[src/rtl/abd_pkg.sv]
package abd_pkg;
  typedef enum logic [2:0] {
    ST_IDLE,
    ST_BRK_LOW,
    ST_BRK_HI,
    ST_SEEK_FALL,
    ST_SEEK_RISE,
    ST_MEAS
  } abd_state_e;

  // 0x55 LSB first: bit times between first and fifth rising edge
  localparam int unsigned SPAN_BITS  = 8;
  // rising edges still expected after the one that opens the window
  localparam int unsigned LATE_RISES = 4;
endpackage

[src/rtl/abd_edge.sv]
module abd_edge (
  input  logic clk_i,
  input  logic rst_ni,
  input  logic rx_i,
  output logic rise_o,
  output logic fall_o
);
  logic rx_q;

  always_ff @(posedge clk_i or negedge rst_ni) begin
    if (!rst_ni) rx_q <= 1'b1;
    else         rx_q <= rx_i;
  end

  assign rise_o = rx_i & ~rx_q;
  assign fall_o = ~rx_i & rx_q;
endmodule

[src/rtl/abd_count.sv]
module abd_count #(
  parameter int unsigned CNT_W = 16
) (
  input  logic             clk_i,
  input  logic             rst_ni,
  input  logic             clr_i,
  input  logic             one_i,
  input  logic             inc_i,
  output logic [CNT_W-1:0] cnt_o,
  output logic             full_o
);
  always_ff @(posedge clk_i or negedge rst_ni) begin
    if (!rst_ni)    cnt_o <= '0;
    else if (clr_i) cnt_o <= '0;
    else if (one_i) cnt_o <= CNT_W'(1);
    else if (inc_i) cnt_o <= cnt_o + CNT_W'(1);
  end

  assign full_o = &cnt_o;

  AST_CNT_NO_WRAP: assert property (@(posedge clk_i) disable iff (!rst_ni)
    (inc_i && !clr_i && !one_i) |-> !full_o) else $error("counter wrapped");
endmodule

[src/rtl/abd_ctrl.sv]
module abd_ctrl
  import abd_pkg::*;
#(
  parameter int unsigned CNT_W   = 16,
  parameter int unsigned OVS     = 16,
  parameter int unsigned BRK_MIN = 1024,
  localparam int unsigned SHIFT  = $clog2(SPAN_BITS * OVS),
  localparam int unsigned DIV_W  = CNT_W - SHIFT
) (
  input  logic             clk_i,
  input  logic             rst_ni,
  input  logic             arm_i,
  input  logic             brk_skip_i,
  input  logic             rx_i,
  input  logic             rise_i,
  input  logic             fall_i,
  input  logic [CNT_W-1:0] cnt_i,
  input  logic             full_i,
  output logic             clr_o,
  output logic             one_o,
  output logic             inc_o,
  output logic [DIV_W-1:0] div_o,
  output logic             load_o,
  output logic             done_o,
  output logic             active_o,
  output logic             brk_skip_o,
  output logic             ferr_o,
  output logic             ovf_o
);
  localparam int unsigned RE_W = $clog2(LATE_RISES);
  localparam logic [CNT_W-1:0] BRK_LAST = CNT_W'(BRK_MIN - 1);
  localparam logic [RE_W-1:0]  RE_LAST  = RE_W'(LATE_RISES - 1);

  abd_state_e state_q, state_d;
  logic [RE_W-1:0] redge_q, redge_d;
  logic fin, sat, brk_hit, skip_done;

  always_comb begin
    state_d   = state_q;
    redge_d   = redge_q;
    clr_o     = 1'b0;
    one_o     = 1'b0;
    inc_o     = 1'b0;
    fin       = 1'b0;
    sat       = 1'b0;
    brk_hit   = 1'b0;
    skip_done = 1'b0;
    if (arm_i) begin
      clr_o   = 1'b1;
      state_d = brk_skip_i ? ST_BRK_LOW : ST_SEEK_FALL;
    end else begin
      unique case (state_q)
        ST_BRK_LOW: begin
          if (rx_i) clr_o = 1'b1;
          else if (cnt_i == BRK_LAST) begin
            brk_hit = 1'b1;
            state_d = ST_BRK_HI;
          end else inc_o = 1'b1;
        end
        ST_BRK_HI: if (rx_i) begin
          skip_done = 1'b1;
          state_d   = ST_SEEK_FALL;
        end
        ST_SEEK_FALL: if (fall_i) state_d = ST_SEEK_RISE;
        ST_SEEK_RISE: if (rise_i) begin
          one_o   = 1'b1;
          redge_d = '0;
          state_d = ST_MEAS;
        end
        ST_MEAS: begin
          if (rise_i && redge_q == RE_LAST) begin
            fin     = 1'b1;
            state_d = ST_IDLE;
          end else if (full_i) begin
            sat     = 1'b1;
            state_d = ST_IDLE;
          end else begin
            inc_o = 1'b1;
            if (rise_i) redge_d = redge_q + RE_W'(1);
          end
        end
        default: ;
      endcase
    end
  end

  always_ff @(posedge clk_i or negedge rst_ni) begin
    if (!rst_ni) begin
      state_q    <= ST_IDLE;
      redge_q    <= '0;
      div_o      <= '0;
      load_o     <= 1'b0;
      done_o     <= 1'b0;
      brk_skip_o <= 1'b0;
      ferr_o     <= 1'b0;
      ovf_o      <= 1'b0;
    end else begin
      state_q <= state_d;
      redge_q <= redge_d;
      load_o  <= fin;
      if (arm_i) begin
        brk_skip_o <= brk_skip_i;
        done_o     <= 1'b0;
        ferr_o     <= 1'b0;
        ovf_o      <= 1'b0;
      end else begin
        if (fin) begin
          done_o <= 1'b1;
          div_o  <= cnt_i[CNT_W-1:SHIFT];
        end
        if (sat)       ovf_o      <= 1'b1;
        if (brk_hit)   ferr_o     <= 1'b1;
        if (skip_done) brk_skip_o <= 1'b0;
      end
    end
  end

  assign active_o = (state_q != ST_IDLE);

  AST_ARM_STARTS: assert property (@(posedge clk_i) disable iff (!rst_ni)
    arm_i |=> (active_o && !done_o && !ovf_o)) else $error("arm not taken");
  AST_LOAD_ENDS_RUN: assert property (@(posedge clk_i) disable iff (!rst_ni)
    load_o |-> (!active_o && done_o)) else $error("load without completion");
  AST_DIV_ONLY_ON_LOAD: assert property (@(posedge clk_i) disable iff (!rst_ni)
    !load_o |-> $stable(div_o)) else $error("divisor moved without load");
  AST_OVF_NO_LOAD: assert property (@(posedge clk_i) disable iff (!rst_ni)
    ovf_o |-> !load_o) else $error("load after overflow");
  AST_SKIP_CLEAR_HIGH: assert property (@(posedge clk_i) disable iff (!rst_ni)
    ($fell(brk_skip_o) && !$past(arm_i)) |-> ($past(rx_i) && ferr_o))
    else $error("break-skip cleared without break and high line");
endmodule

[src/rtl/abd_autobaud.sv]
module abd_autobaud
  import abd_pkg::*;
#(
  parameter int unsigned CNT_W   = 16,
  parameter int unsigned OVS     = 16,
  parameter int unsigned BRK_MIN = 1024,
  localparam int unsigned DIV_W  = CNT_W - $clog2(SPAN_BITS * OVS)
) (
  input  logic             clk_i,
  input  logic             rst_ni,
  input  logic             rx_i,
  input  logic             arm_i,
  input  logic             brk_skip_i,
  output logic [DIV_W-1:0] div_o,
  output logic             load_o,
  output logic             done_o,
  output logic             active_o,
  output logic             brk_skip_o,
  output logic             ferr_o,
  output logic             ovf_o
);
  logic rise, fall, clr, one, inc, full;
  logic [CNT_W-1:0] cnt;

  abd_edge u_edge (
    .clk_i  (clk_i),
    .rst_ni (rst_ni),
    .rx_i   (rx_i),
    .rise_o (rise),
    .fall_o (fall)
  );

  abd_count #(.CNT_W(CNT_W)) u_count (
    .clk_i  (clk_i),
    .rst_ni (rst_ni),
    .clr_i  (clr),
    .one_i  (one),
    .inc_i  (inc),
    .cnt_o  (cnt),
    .full_o (full)
  );

  abd_ctrl #(.CNT_W(CNT_W), .OVS(OVS), .BRK_MIN(BRK_MIN)) u_ctrl (
    .clk_i      (clk_i),
    .rst_ni     (rst_ni),
    .arm_i      (arm_i),
    .brk_skip_i (brk_skip_i),
    .rx_i       (rx_i),
    .rise_i     (rise),
    .fall_i     (fall),
    .cnt_i      (cnt),
    .full_i     (full),
    .clr_o      (clr),
    .one_o      (one),
    .inc_o      (inc),
    .div_o      (div_o),
    .load_o     (load_o),
    .done_o     (done_o),
    .active_o   (active_o),
    .brk_skip_o (brk_skip_o),
    .ferr_o     (ferr_o),
    .ovf_o      (ovf_o)
  );
endmodule

[config.mk]
export PLATFORM = sky130hd
export DESIGN_NAME = abd_autobaud
export DESIGN_NICKNAME = d
export VERILOG_FILES = /design/src/rtl/abd_pkg.sv /design/src/rtl/abd_edge.sv /design/src/rtl/abd_count.sv /design/src/rtl/abd_ctrl.sv /design/src/rtl/abd_autobaud.sv
export SDC_FILE = /design/constraint.sdc
export NUM_CORES = 1
export LEC_CHECK = 0
export CORE_UTILIZATION = 35
export DETAILED_ROUTE_END_ITERATION = 10
export GPL_TIMING_DRIVEN = 0
export HOLD_SLACK_MARGIN = 0.03
export SYNTH_ARGS = -nofsm -noshare
export SYNTH_HDL_FRONTEND = slang
export SYNTH_SLANG_ARGS = --single-unit
[constraint.sdc]
create_clock -name clk_i -period 3.42 [get_ports clk_i]
set_input_delay 0.855 -clock clk_i [delete_from_list [all_inputs] [get_ports clk_i]]
set_output_delay 0.855 -clock clk_i [all_outputs]
set_load 0.02 [all_outputs]
Word level (Yosys, flattened, before mapping) --
Index checks and enable logic that the tools add are counted.
Word-level totals: flip-flop bits (word level) 36, bits of input ports 5, output and inout bits 15, logic and storage cells 98
Cells by class: $add $sub $neg 2, eq/ne operators 17, muxes and demuxes 51, bitwise operators 5, reductions and logical operators 13
Operators by type and width (count):
- $mux W16 | 3
- $mux W1 | 32
- $mux W3 | 8
- $add A16 B1 Y16 const B | 1
- $eq A16 B10 Y1 const B | 1
- $reduce_and A16 Y1 | 1
- $pmux W3 S5 | 1
- $mux W2 | 5
- $reduce_bool A2 Y1 | 5
- $ne A3 B3 Y1 const B | 3
- $reduce_and A7 Y1 | 1
- $eq A3 B2 Y1 const B | 2
- $eq A3 B3 Y1 const B | 2
- $ne A3 B2 Y1 const B | 2
- $reduce_and A6 Y1 | 1
- $reduce_bool A3 Y1 | 2
- $reduce_bool A6 Y1 | 1
- $ne A2 B1 Y1 const B | 2
- $ne A2 B2 Y1 const B | 2
- $ne A4 B3 Y1 const B | 1
- $pmux W2 S2 | 1
- $eq A3 B1 Y1 const B | 1
- $not A1 Y1 | 3
- $add A2 B1 Y2 const B | 1
- 5 further kinds | 6

Logic depth before layout (Yosys ltp) --
Gate-level depths: netlist of the first run.
word-level depth 9, gate-level depth with buffers 7, mapped depth without buffers 6

Cells and area by module --
From an unflattened synthesis of the first run, not the netlist that was laid out.
Second synthesis, totals: cell total of the unflattened synthesis 190, area total of the unflattened synthesis 1911.8 sq um
By module, submodules not included:
- abd_ctrl | instances 1, cells each 97, area each 1016.0 sq um, seq. area each 475.5 sq um
- abd_count | instances 1, cells each 90, area each 854.6 sq um, seq. area each 400.4 sq um
- abd_edge | instances 1, cells each 3, area each 41.3 sq um, seq. area each 26.3 sq um

Least setup slack after synthesis of the first run --
Ideal clock, no wire load.
path type input port to flip-flop, start input port rx_i, end register u_ctrl.div_o[1], setup time 0.125 ns, arrival 2.191 ns, data required time 3.295 ns, setup slack 1.104 ns, cell stages on the path 6, buffers on the path 2, cells stage by stage clkbuf_1 -> nor2b_1 -> nand2_1 -> nor3_1 -> buf_2 -> mux2_2
Between the ends: longest elaborated chain between the ends 6
Ends and longest elaborated chain:
- start, declared | RTL line abd_autobaud.sv:11 | input logic rx_i,
- $and A1 B1 Y1 | RTL line abd_edge.sv:15 | assign rise_o = rx_i & ~rx_q;
- $logic_and A1 B1 Y1 | RTL line abd_ctrl.sv:71 | if (rise_i && redge_q == RE_LAST) begin
- $mux W1 | RTL line abd_ctrl.sv:71
- $mux W1 | RTL line abd_ctrl.sv:52 | unique case (state_q)
- $mux W1 | RTL line abd_ctrl.sv:48 | if (arm_i) begin
- via u_ctrl.fin | RTL line abd_ctrl.sv:36 | logic fin, sat, brk_hit, skip_done;
- $reduce_and A2 Y1 (no line)
- end signal, assigned | RTL line abd_ctrl.sv:109 | div_o <= cnt_i[CNT_W-1:SHIFT];
- end, declared | RTL line abd_ctrl.sv:22 | output logic [DIV_W-1:0] div_o,
The timed path passes the listed nets, and every way through them passes these cells. A chain may end at the register's enable or synchronous reset.

Worst setup path in the final report of the first run --
start input port rx_i, end register u_ctrl.div_o[2]
The elaborated chain is that of the path after synthesis.

==> key figures, run 1 <==
Run status
  • Status: finished clean

Floorplanning
  • Chip Width: 77.7 um
  • Die ar.: between 6000 and 7000 um^2
  • Initial Util: 36.5%
  • FP Rows: 27
  • Core area: 5510 um^2
  • DIE HEIGHT: 77.7 um
  • Io pins: 20

Logic synthesis
  • Post-synthesis cell area: between 2000 and 2500 um^2
  • Synth Instances: ~210
  • Post-synth top area cell: dfrtp_1
  • Synth Register Bits: 36
  • Area share of fa/ha/maj cells after synthesis: 1.25%
  • EDFF count, synth: 0
  • XOR/XNOR Fraction of Synth Area: 0%
  • Largest cells by area after synthesis: dfrtp_1 44%, mux2_2 5.6%, mux2i_1 4.0%
  • Post-synth ARST share: 100%
  • Syn avg cell area: roughly 9.7 um^2
  • Largest family of logic cells by synthesized area: simple AND/OR/NAND/NOR gates
  • Mapped Nets: 213
  • Compound-Gate Fraction of Synth Area: around a fifth
  • Synth Flop Type: dfrtp_1
  • Mux share of post-synthesis cell area: 9.60%
  • Synth Area in Simple Gates: 20.9%
  • Netlist cell types: 51
  • Synth warn: 0
  • Register area share after synthesis: roughly 45%
  • Share of Yosys cell area claimed by the top area cell type: 43.6%

Cells and area
  • N_diodes: 0
  • Fin nets: 238
  • Final core occ: 43.3%
  • P&R area growth vs syn: 18.8%
  • Layout cell share with drive strength beyond 1: 15.1%

STA
  • RSZ-0062 raised after global routing: no
  • Slew Limit Fails: 0
  • F_max: between 300 and 400 MHz
  • Pin slew with the least headroom to its limit: between 0.8 and 0.9 ns
  • Crit path time final: around 2.8 ns
  • Final hold vios: 0
  • Clk_skew: around 0.0044 ns
  • Endpoints failing setup: 0
  • Fin crit share: about four fifths
  • Relative slew slack: 44.7%
  • TNS Setup: 0 ns

GRT
  • Largest net degree at the start of global routing: 37
  • First-pass GRT wire length: between 7000 and 8000 um
  • Vias in the first global route: ~1600
  • GRT overflow: 0
  • Gr usage total: 16.1%
  • Initial antenna violation count: 0

Critical path
  • Crit path launch type: input pin
  • Crit-path max FO: 10
  • Worst Path Required: approximately 3.6 ns
  • CP endpoint kind: flip-flop
  • Crit Path Class: in2reg
  • CP Data Arrival Time: 2.93 ns

Power and ir drop
  • P per Cell Area: about 420 nW/um^2
  • Worst VDD drop: 0.168 mV
  • Pleak: 0.957 nW

Detailed routing
  • DRC: 0
  • Routed Antenna Nets: 0
  • Drt initial violations: 80
  • Final wirelength: 4340 um
  • Drt via density: 5.38
  • TritonRoute pass-1 iters: 4
  • Routed via count: 1636
  • Drt wl/cell: 14.3 um

Clocking
  • Hold buffer count at cts: 0
  • CTS tree: built
  • Reg clk slew, reported paths: 0.08 ns
  • Setup bufs post-CTS: 0
  • TritonCTS Sinks: 36
  • Max Root-Sink Buffers: 2
  • # resized after CTS: 0
  • Clock latency at the later pin of the worst-skew pair: about 0.29 ns
  • Clock Root Buffer: clkbuf_8
  • H-tree Lvls: 2
  • Num CTS Buffers: 5

Placement
  • IO buf count: 18
  • Routability cong.: 0.851
  • Detail Placement HPWL: 3110 um

Run
  • Max-Cap Viols: 0

Hold path
  • Hold Path Class: reg2reg
[placed cells by master (no fill, tap or decap), drive strengths merged, types with 2 or more instances in the layout]
cell type	Yosys	layout
a21o	2	2
or3	3	3
buf	6	7
a31oi	3	3
nor3	4	4
a21boi	3	3
nor4	2	2
mux2	10	10
o31ai	2	2
o21ai	13	13
dfrtp	35	35
o22ai	2	2
a211oi	3	3
mux2i	8	8
nand3b	2	2
a2111o	3	3
inv	8	8
ha	2	2
a21oi	14	14
o2111ai	2	2
nand4	5	5
nor2	11	11
nand2b	12	12
clkdlybuf4s50	0	17
nand2	20	20
or4	2	2
a2111oi	2	2
nand3	8	8
clkbuf	3	8
and2	2	2
[metrics by stage]
step	setup WS [ns]	instance area (um^2)	hold slack, ns	total power, mW	instances
3_3_place_gp	0.350	2280	0.463	0.643	296
4_1_cts	0.666	2380	0.486	1.02	304
3_5_place_dp	0.368	2270	0.472	0.647	296
2_1_floorplan	1.10	2010	0.457	0.591	206
6_report	0.666	2380	0.478	1.01	304
5_1_grt	0.468	2380	0.503	1.07	304
[metal layers]
layer / global-route usage (%) / routed length [um]
met3: 4.00 / 123
met4: 6.04 / 61
met5: 0 / 0
met2: 24.8 / 1930
met1: 21.7 / 2230
[power breakdown]
| group | switching, mW | total (mW) | internal (mW) |
|---|---|---|---|
| sequential | 0.0138 | 0.459 | 0.445 |
| clock | 0.159 | 0.375 | 0.216 |
| combinational | 0.115 | 0.177 | 0.0624 |
[state kept, by name (all words and copies together) (netlist names)]
register,flops
u_ctrl.done_o,1
u_ctrl.brk_skip_o,1
u_ctrl.div_o,9
u_edge.rx_q,1
u_ctrl.redge_q,2
u_ctrl.ovf_o,1
u_ctrl.state_q,3
u_ctrl.ferr_o,1
u_count.cnt_o,16
u_ctrl.load_o,1
[worst max-delay path, stage by stage]
cell,delay (ns)
clkdlybuf4s50_1,0.47
clkbuf_1,0.30
nor2b_1,0.26
nand2_1,0.11
nor3_1,0.26
buf_2,0.30
mux2_2,0.36
[final cells by class]
cell class              count  area [um^2]
inverters                   8         30.0
plain buffers               9         50.0
repair buffers             18          175
fillers                   539         3120
multi-input cells         153         1030
clock buffers               5         68.8
well taps                  72         90.1
clock inverters             3         42.5
flip-flops and latches     36          902
[path summary, 6_finish.rpt]
kind	endpoint	startpoint	slack (ns)	cells past startpoint
setup / recovery	u_ctrl.div_o[2]	rx_i	0.67	7
hold / removal	u_ctrl.redge_q[0]	u_ctrl.redge_q[0]	0.48	1
setup reg to reg	u_count.cnt_o[7]	u_count.cnt_o[0]	1.29	6
hold reg to reg	u_ctrl.redge_q[0]	u_ctrl.redge_q[0]	0.48	1
max in group asynchronous	u_ctrl.redge_q[1]	rst_ni	2.25	1
min in group asynchronous	u_count.cnt_o[5]	rst_ni	0.66	1
[cell usage after synthesis, types with 4 or more instances]
| cell type | count |
|---|---|
| inv_1 | 8 |
| o21ai_1 | 6 |
| mux2_2 | 10 |
| nand4_1 | 5 |
| nand2b_1 | 12 |
| dfrtp_1 | 35 |
| buf_2 | 4 |
| o21ai_0 | 6 |
| nor2_1 | 11 |
| nand3_1 | 7 |
| a21oi_1 | 13 |
| nand2_1 | 20 |
| mux2i_1 | 8 |
[cells by family (layout without fill, tap and decap cells)]
kind of cell / after synthesis / after routing
AND/OR/NAND/NOR: 77 / 77
buffers and inverters: 17 / 43
adder cells (fa/ha/maj): 2 / 2
flip-flops: 36 / 36
AO/OA/AOI/OAI: 56 / 56
multiplexers: 18 / 18
Power figures use the tool's default switching activity.
==> inputs of run 2 (changes only) <==
- clock period: 3.42 -> 2.9 ns (I/O delays scaled with it)
==> results of run 2 <==
The final DEF is identical to that of run 1. Status: finished clean.
Among the figures that moved: setup slack after placement 0.368 ns -> -0.0221 ns; setup slack after layout 0.666 ns -> 0.276 ns; register-to-register setup slack 1.29 ns -> 0.77 ns; total power 1.01 mW -> 1.19 mW; worst IR drop on VDD 0.168 mV -> 0.198 mV
